<file path="src/rtl/slowcal_pkg.sv">
`timescale 1ns/1ps
package slowcal_pkg;

    typedef enum logic [1:0] {
        ST_IDLE  = 2'd0,
        ST_ARM   = 2'd1,
        ST_COUNT = 2'd2
    } cal_state_e;

    // A limit of zero measures a single slow period.
    function automatic logic [31:0] limit_floor1(input logic [31:0] raw);
        return (raw == 32'd0) ? 32'd1 : raw;
    endfunction

endpackage

</file>
<file path="src/rtl/slowcal_sync.sv">
`timescale 1ns/1ps
module slowcal_sync (
    input  logic clk,
    input  logic rst,
    input  logic async_i,
    output logic edge_o
);
    logic ff1_q, ff2_q, ff3_q;

    always_ff @(posedge clk) begin
        if (rst) begin
            ff1_q <= 1'b0;
            ff2_q <= 1'b0;
            ff3_q <= 1'b0;
        end else begin
            ff1_q <= async_i;
            ff2_q <= ff1_q;
            ff3_q <= ff2_q;
        end
    end

    assign edge_o = ff2_q & ~ff3_q;
endmodule

</file>
<file path="src/rtl/slowcal_engine.sv">
`timescale 1ns/1ps
module slowcal_engine #(
    parameter int NUM_SRC = 4,
    parameter int LIMIT_W = 8,
    parameter int COUNT_W = 16,
    parameter int TMO_W   = 16,
    localparam int SEL_W  = (NUM_SRC > 1) ? $clog2(NUM_SRC) : 1
) (
    input  logic               clk,
    input  logic               rst,
    input  logic               start_i,
    input  logic               cycle_en_i,
    input  logic [SEL_W-1:0]   sel_i,
    input  logic [LIMIT_W-1:0] limit_i,
    input  logic [TMO_W-1:0]   thresh_i,
    input  logic [NUM_SRC-1:0] edges_i,
    output logic               ready_o,
    output logic               timeout_o,
    output logic [COUNT_W-1:0] count_o,
    output logic               idle_o,
    output logic [TMO_W-1:0]   tmo_cnt_o,
    output logic [TMO_W-1:0]   tmo_thr_o
);
    import slowcal_pkg::*;

    typedef struct packed {
        logic [SEL_W-1:0]   sel;
        logic [LIMIT_W-1:0] lim;
        logic [TMO_W-1:0]   thr;
    } cfg_t;

    cal_state_e         state_q;
    cfg_t               cfg_q;
    logic               start_d;
    logic [LIMIT_W-1:0] edge_cnt_q;
    logic [COUNT_W-1:0] ref_q;
    logic [TMO_W-1:0]   tmo_q;
    logic               ready_q, tmo_flag_q;
    logic [COUNT_W-1:0] result_q;

    logic start_rise, begin_idle, running, edge_sel;
    logic done_evt, tmo_evt, finish, reload;

    always_comb begin
        start_rise = start_i & ~start_d;
        running    = (state_q != ST_IDLE);
        begin_idle = (state_q == ST_IDLE) && (start_rise || cycle_en_i);
        edge_sel   = edges_i[cfg_q.sel];
        done_evt   = (state_q == ST_COUNT) && edge_sel &&
                     ((edge_cnt_q + LIMIT_W'(1)) == cfg_q.lim);
        tmo_evt    = running && !done_evt && (tmo_q == cfg_q.thr);
        finish     = done_evt || tmo_evt;
        reload     = begin_idle || (finish && cycle_en_i);
    end

    // Measurement sequencing and counters
    always_ff @(posedge clk) begin
        if (rst) begin
            state_q    <= ST_IDLE;
            cfg_q      <= '0;
            start_d    <= 1'b0;
            edge_cnt_q <= '0;
            ref_q      <= '0;
            tmo_q      <= '0;
        end else begin
            start_d <= start_i;
            if (reload) begin
                cfg_q.sel  <= sel_i;
                cfg_q.lim  <= LIMIT_W'(limit_floor1(32'(limit_i)));
                cfg_q.thr  <= thresh_i;
                tmo_q      <= '0;
                edge_cnt_q <= '0;
                ref_q      <= '0;
                state_q    <= ST_ARM;
            end else if (finish) begin
                state_q <= ST_IDLE;
            end else if (running) begin
                tmo_q <= tmo_q + TMO_W'(1);
                if (state_q == ST_ARM) begin
                    if (edge_sel) begin
                        state_q    <= ST_COUNT;
                        ref_q      <= '0;
                        edge_cnt_q <= '0;
                    end
                end else begin
                    ref_q <= ref_q + COUNT_W'(1);
                    if (edge_sel) edge_cnt_q <= edge_cnt_q + LIMIT_W'(1);
                end
            end
        end
    end

    // Result and status flags
    always_ff @(posedge clk) begin
        if (rst) begin
            ready_q    <= 1'b0;
            tmo_flag_q <= 1'b0;
            result_q   <= '0;
        end else if (begin_idle) begin
            ready_q    <= 1'b0;
            tmo_flag_q <= 1'b0;
        end else if (done_evt) begin
            ready_q    <= 1'b1;
            tmo_flag_q <= 1'b0;
            result_q   <= ref_q + COUNT_W'(1);
        end else if (tmo_evt) begin
            ready_q    <= 1'b0;
            tmo_flag_q <= 1'b1;
            result_q   <= '0;
        end
    end

    assign ready_o   = ready_q;
    assign timeout_o = tmo_flag_q;
    assign count_o   = result_q;
    assign idle_o    = (state_q == ST_IDLE);
    assign tmo_cnt_o = tmo_q;
    assign tmo_thr_o = cfg_q.thr;
endmodule

</file>
<file path="src/rtl/slowcal_meter.sv">
`timescale 1ns/1ps
module slowcal_meter #(
    parameter int NUM_SRC = 4,
    parameter int LIMIT_W = 8,
    parameter int COUNT_W = 16,
    parameter int TMO_W   = 16,
    localparam int SEL_W  = (NUM_SRC > 1) ? $clog2(NUM_SRC) : 1
) (
    input  logic               clk,
    input  logic               rst,
    input  logic [NUM_SRC-1:0] slow_clk_i,
    input  logic [SEL_W-1:0]   sel_i,
    input  logic [LIMIT_W-1:0] limit_i,
    input  logic               start_i,
    input  logic               cycle_en_i,
    input  logic [TMO_W-1:0]   tmo_thresh_i,
    output logic               ready_o,
    output logic               timeout_o,
    output logic [COUNT_W-1:0] count_o
);
    logic [NUM_SRC-1:0] src_edges;
    logic               eng_idle;
    logic [TMO_W-1:0]   eng_tmo_cnt;
    logic [TMO_W-1:0]   eng_tmo_thr;

    for (genvar g = 0; g < NUM_SRC; g++) begin : g_src
        slowcal_sync u_sync (
            .clk     (clk),
            .rst     (rst),
            .async_i (slow_clk_i[g]),
            .edge_o  (src_edges[g])
        );
    end

    slowcal_engine #(
        .NUM_SRC (NUM_SRC),
        .LIMIT_W (LIMIT_W),
        .COUNT_W (COUNT_W),
        .TMO_W   (TMO_W)
    ) u_engine (
        .clk        (clk),
        .rst        (rst),
        .start_i    (start_i),
        .cycle_en_i (cycle_en_i),
        .sel_i      (sel_i),
        .limit_i    (limit_i),
        .thresh_i   (tmo_thresh_i),
        .edges_i    (src_edges),
        .ready_o    (ready_o),
        .timeout_o  (timeout_o),
        .count_o    (count_o),
        .idle_o     (eng_idle),
        .tmo_cnt_o  (eng_tmo_cnt),
        .tmo_thr_o  (eng_tmo_thr)
    );
endmodule

</file>
<file path="config.mk">
export PLATFORM = sky130hd
export DESIGN_NAME = slowcal_meter
export DESIGN_NICKNAME = d
export VERILOG_FILES = /design/src/rtl/slowcal_pkg.sv /design/src/rtl/slowcal_sync.sv /design/src/rtl/slowcal_engine.sv /design/src/rtl/slowcal_meter.sv
export SDC_FILE = /design/constraint.sdc
export NUM_CORES = 1
export LEC_CHECK = 0
export BUFFER_PORTS_ARGS = -buffer_cell sky130_fd_sc_hd__buf_4
export CAP_MARGIN = 20
export CORE_MARGIN = 1.5
export CORE_UTILIZATION = 53
export DETAILED_ROUTE_END_ITERATION = 16
export PLACE_DENSITY = 0.75
export SYNTH_ARGS = -nofsm -noshare
export SYNTH_HDL_FRONTEND = slang
export SYNTH_SLANG_ARGS = --single-unit
</file>
<file path="constraint.sdc">
create_clock -name clk -period 2.3 [get_ports clk]
set_input_delay 0.46 -clock clk [delete_from_list [all_inputs] [get_ports clk]]
set_output_delay 0.46 -clock clk [all_outputs]
set_load 0.005 [all_outputs]
</file>
==> results.toml <==
[run_status]
status = "finished clean"

[finish]
drive_above_1_share = 0.251
nets = 704
multi_input_area_mm2 = 0.00293
antenna_cells = 0
fill_cells = 754
regArea_mm2 = 0.00199
syn_to_final_growth_pct = 21.3
stdcell_area_mm2 = 0.00608

[synth]
syn-cell-area_mm2 = 0.00501
synth_common_cells = "dfxtp_1 (99), nor2_1 (70), nand2_1 (65), a21oi_1 (29), a22oi_1 (29)"
yosysTopAreaCell = "dfxtp_1"
async_reset_ff_frac = 0
synthFlopType = "dfxtp_1"
synth_cells = 589
synth_fp_nets = 626
synth_most_common_cell = "dfxtp_1"
ys_warn_count = 0
yosys.area.top_type_share = 0.396
synth_seq_area_share = 0.396
postSynthAreaPerCell_um2 = 8.51
synth_edf_count = 0
yosys.cell_types.count = 63
synth_top_cells_by_area = "dfxtp_1 (40%), nor2_1 (5.2%), nand2_1 (4.9%), xor2_1 (4.7%), xnor2_1 (4.5%)"
ys_ff_latch = 99

[placed_design]
io_buffer_count = 51
hpwl_mm = 8.92
gp_congestion = 0.956
pre_cts_slack_ns = -0.0974
dpl_cell_area_mm2 = 0.00571

[timing]
finalSetupViolations = 0
finalWorstSetupSlack_ns = 0.0339
worst_slew_pin_slew_ns = 0.449
min_period_ns = 2.27
skew_ns = 0.00970
fmax_ghz = 0.441
grt_setup_unrepaired = "yes"
max-slew-margin-rel = 0.700
fin_crit_sh = 0.985
setup_tns_ns = 0
slew_violations = 0
hold_violations = 0

[clocking]
cts_buffers = 9
clock_latency_ns = 0.38
clkTransAtPathRegs_ns = 0.10
cts_sinks = 99
cts_max_level = 3
ctsHoldBuffers = 0
cts_root_buf = "clkbuf_8"
cts_tree = "built"
cts_buffer_depth = 2

[power_and_ir_drop]
leakage_nw = 2.40
peakVddDrop_mv = 0.437
p_total_mw = 3.61
p_per_area_mw_per_mm2 = 594

[grt]
antenna_found_initial = 0
grt_pass1_vias = 4314
grt_start_max_net_pins = 36
grt.total_usage = 0.255
grt_overflow = 0
grt_pass1_wl_mm = 20.6

[hold_path]
hold_path.class = "in2reg"
hold_depth = 2
worstHoldStart = "slow_clk_i[0]"
min_to = "g_src[0].u_sync.ff1_q"

[floorplan]
dieHeight_um = 100
initial_core_util = 0.545
die_width_um = 100
core_area_mm2 = 0.00920
rows = 35
die_area_mm2 = 0.0100
ios = 52

[worst_setup_path]
r2r_end = "u_engine.ref_q[2]"
startpoint = "u_engine.edge_cnt_q[1]"
r2r-start = "u_engine.edge_cnt_q[1]"
start_kind = "flop"
cp.arrival_ns = 2.54
worstRegToRegCells = 11
r2r_setup_slack_ns = 0.03
path_class = "reg2reg"
endpoint_kind = "flop"
required_ns = 2.57
cp_max_fo = 5

[routing]
via_count = 4644
drc = 0
routedWlPerCell_um = 16.4
routed_via_density = 5.93
wl_mm = 12.8
drt_iter0_drc = 247
firstDrtPassIters = 4
ant_nets = 0

[flow_run]
drv_cap = 0
-- where the power goes --
group	switching (mW)	internal [mW]
Sequential	0.0698	1.78
Clock	0.668	0.416
Combinational	0.371	0.303
Total	1.11	2.50
-- layout make-up --
type | count | area share
Multi-Input combinational cell | 452 | 0.482
Clock buffer | 10 | 0.0210
Sequential cell | 99 | 0.327
Clock inverter | 6 | 0.00885
Timing Repair Buffer | 101 | 0.136
Inverter | 4 | 0.00247
Tap cell | 111 | 0.0228
-- registers in the layout, indices dropped and copies added (netlist names), 8 cells and up --
| name | flops |
|---|---|
| u_engine.cfg_q | 10 |
| u_engine.count_o | 16 |
| u_engine.tmo_cnt_o | 16 |
| u_engine.ref_q | 16 |
| u_engine.tmo_thr_o | 16 |
| u_engine.edge_cnt_q | 8 |
-- layer usage --
| metal | track usage | vias to the layer above | part of all wire |
|---|---|---|---|
| li1 | - | 2257 | - |
| met4 | 0.0758 | 0 | 0.013 |
| met1 | 0.333 | 2211 | 0.43 |
| met3 | 0.0529 | 19 | 0.061 |
| met2 | 0.426 | 157 | 0.49 |
| met5 | 0 | - | 0 |
-- cell usage in the layout (no fill, tap or decap), drive strengths merged, types with 4 or more instances in the layout --
cell type    n
nand4       14
o211ai       8
nor2        73
xnor2       26
o31ai        5
o21ai       21
clkbuf      10
inv          8
nor2b       19
nor4         5
xor2        27
a21o         5
a22oi       29
and3        22
a31oi       19
a21oi       29
nand3       17
mux2         8
dfxtp       99
o22ai        4
buf        101
nor3        13
a211oi       5
nand2       66
-- worst max-delay path, stage by stage (launching register included) --
cell and delay [ns]:
dfxtp_2 0.36, ha_4 0.19, nand3_4 0.10, or3b_1 0.38
o211ai_1 0.16, buf_4 0.18, nand2b_4 0.05, o21ai_4 0.15
buf_4 0.16, a21o_4 0.16, a21oi_1 0.05, a22o_1 0.24
-- stage by stage --
step | utilization | hold slack [ns] | std cells
global placement | 0.621 | 0.416 | 760
CTS | 0.642 | 0.270 | 776
global route | 0.661 | 0.271 | 783
floorplan | - | 0.414 | 589
finish | 0.661 | 0.286 | 783
detailed placement | 0.621 | 0.420 | 760
-- cell families (layout without fill, tap and decap cells) --
kind of cell    count (synthesis)  after routing  synth area share
simple gates                  250            252             0.254
compound gates                133            133             0.177
flops                          99             99             0.396
xor+xnor                       53             53            0.0926
buf+inv                        40            121            0.0462
mux                            11             11            0.0265
fa+ha+maj                       3              3           0.00749
-- worst max-delay path by stage --
stage,cells after the start,slack (ns),endpoint
floorplan,11,0.02,u_engine.tmo_cnt_o[3]
global placement,10,-0.07,u_engine.ref_q[10]
detailed placement,10,-0.1,u_engine.ref_q[11]
CTS,9,0.004,u_engine.tmo_cnt_o[6]
global route,10,-0.05,u_engine.edge_cnt_q[3]
finish,11,0.03,u_engine.ref_q[2]
-- repair_timing --
item	in CTS	in global routing
resized for setup	6	31
pin swaps	1	12
buffers inserted	0	5
gates cloned	0	2
endpoints found under the setup margin	12	71
hold endpoints to repair	0	0
(Power assumes the default switching activity.)
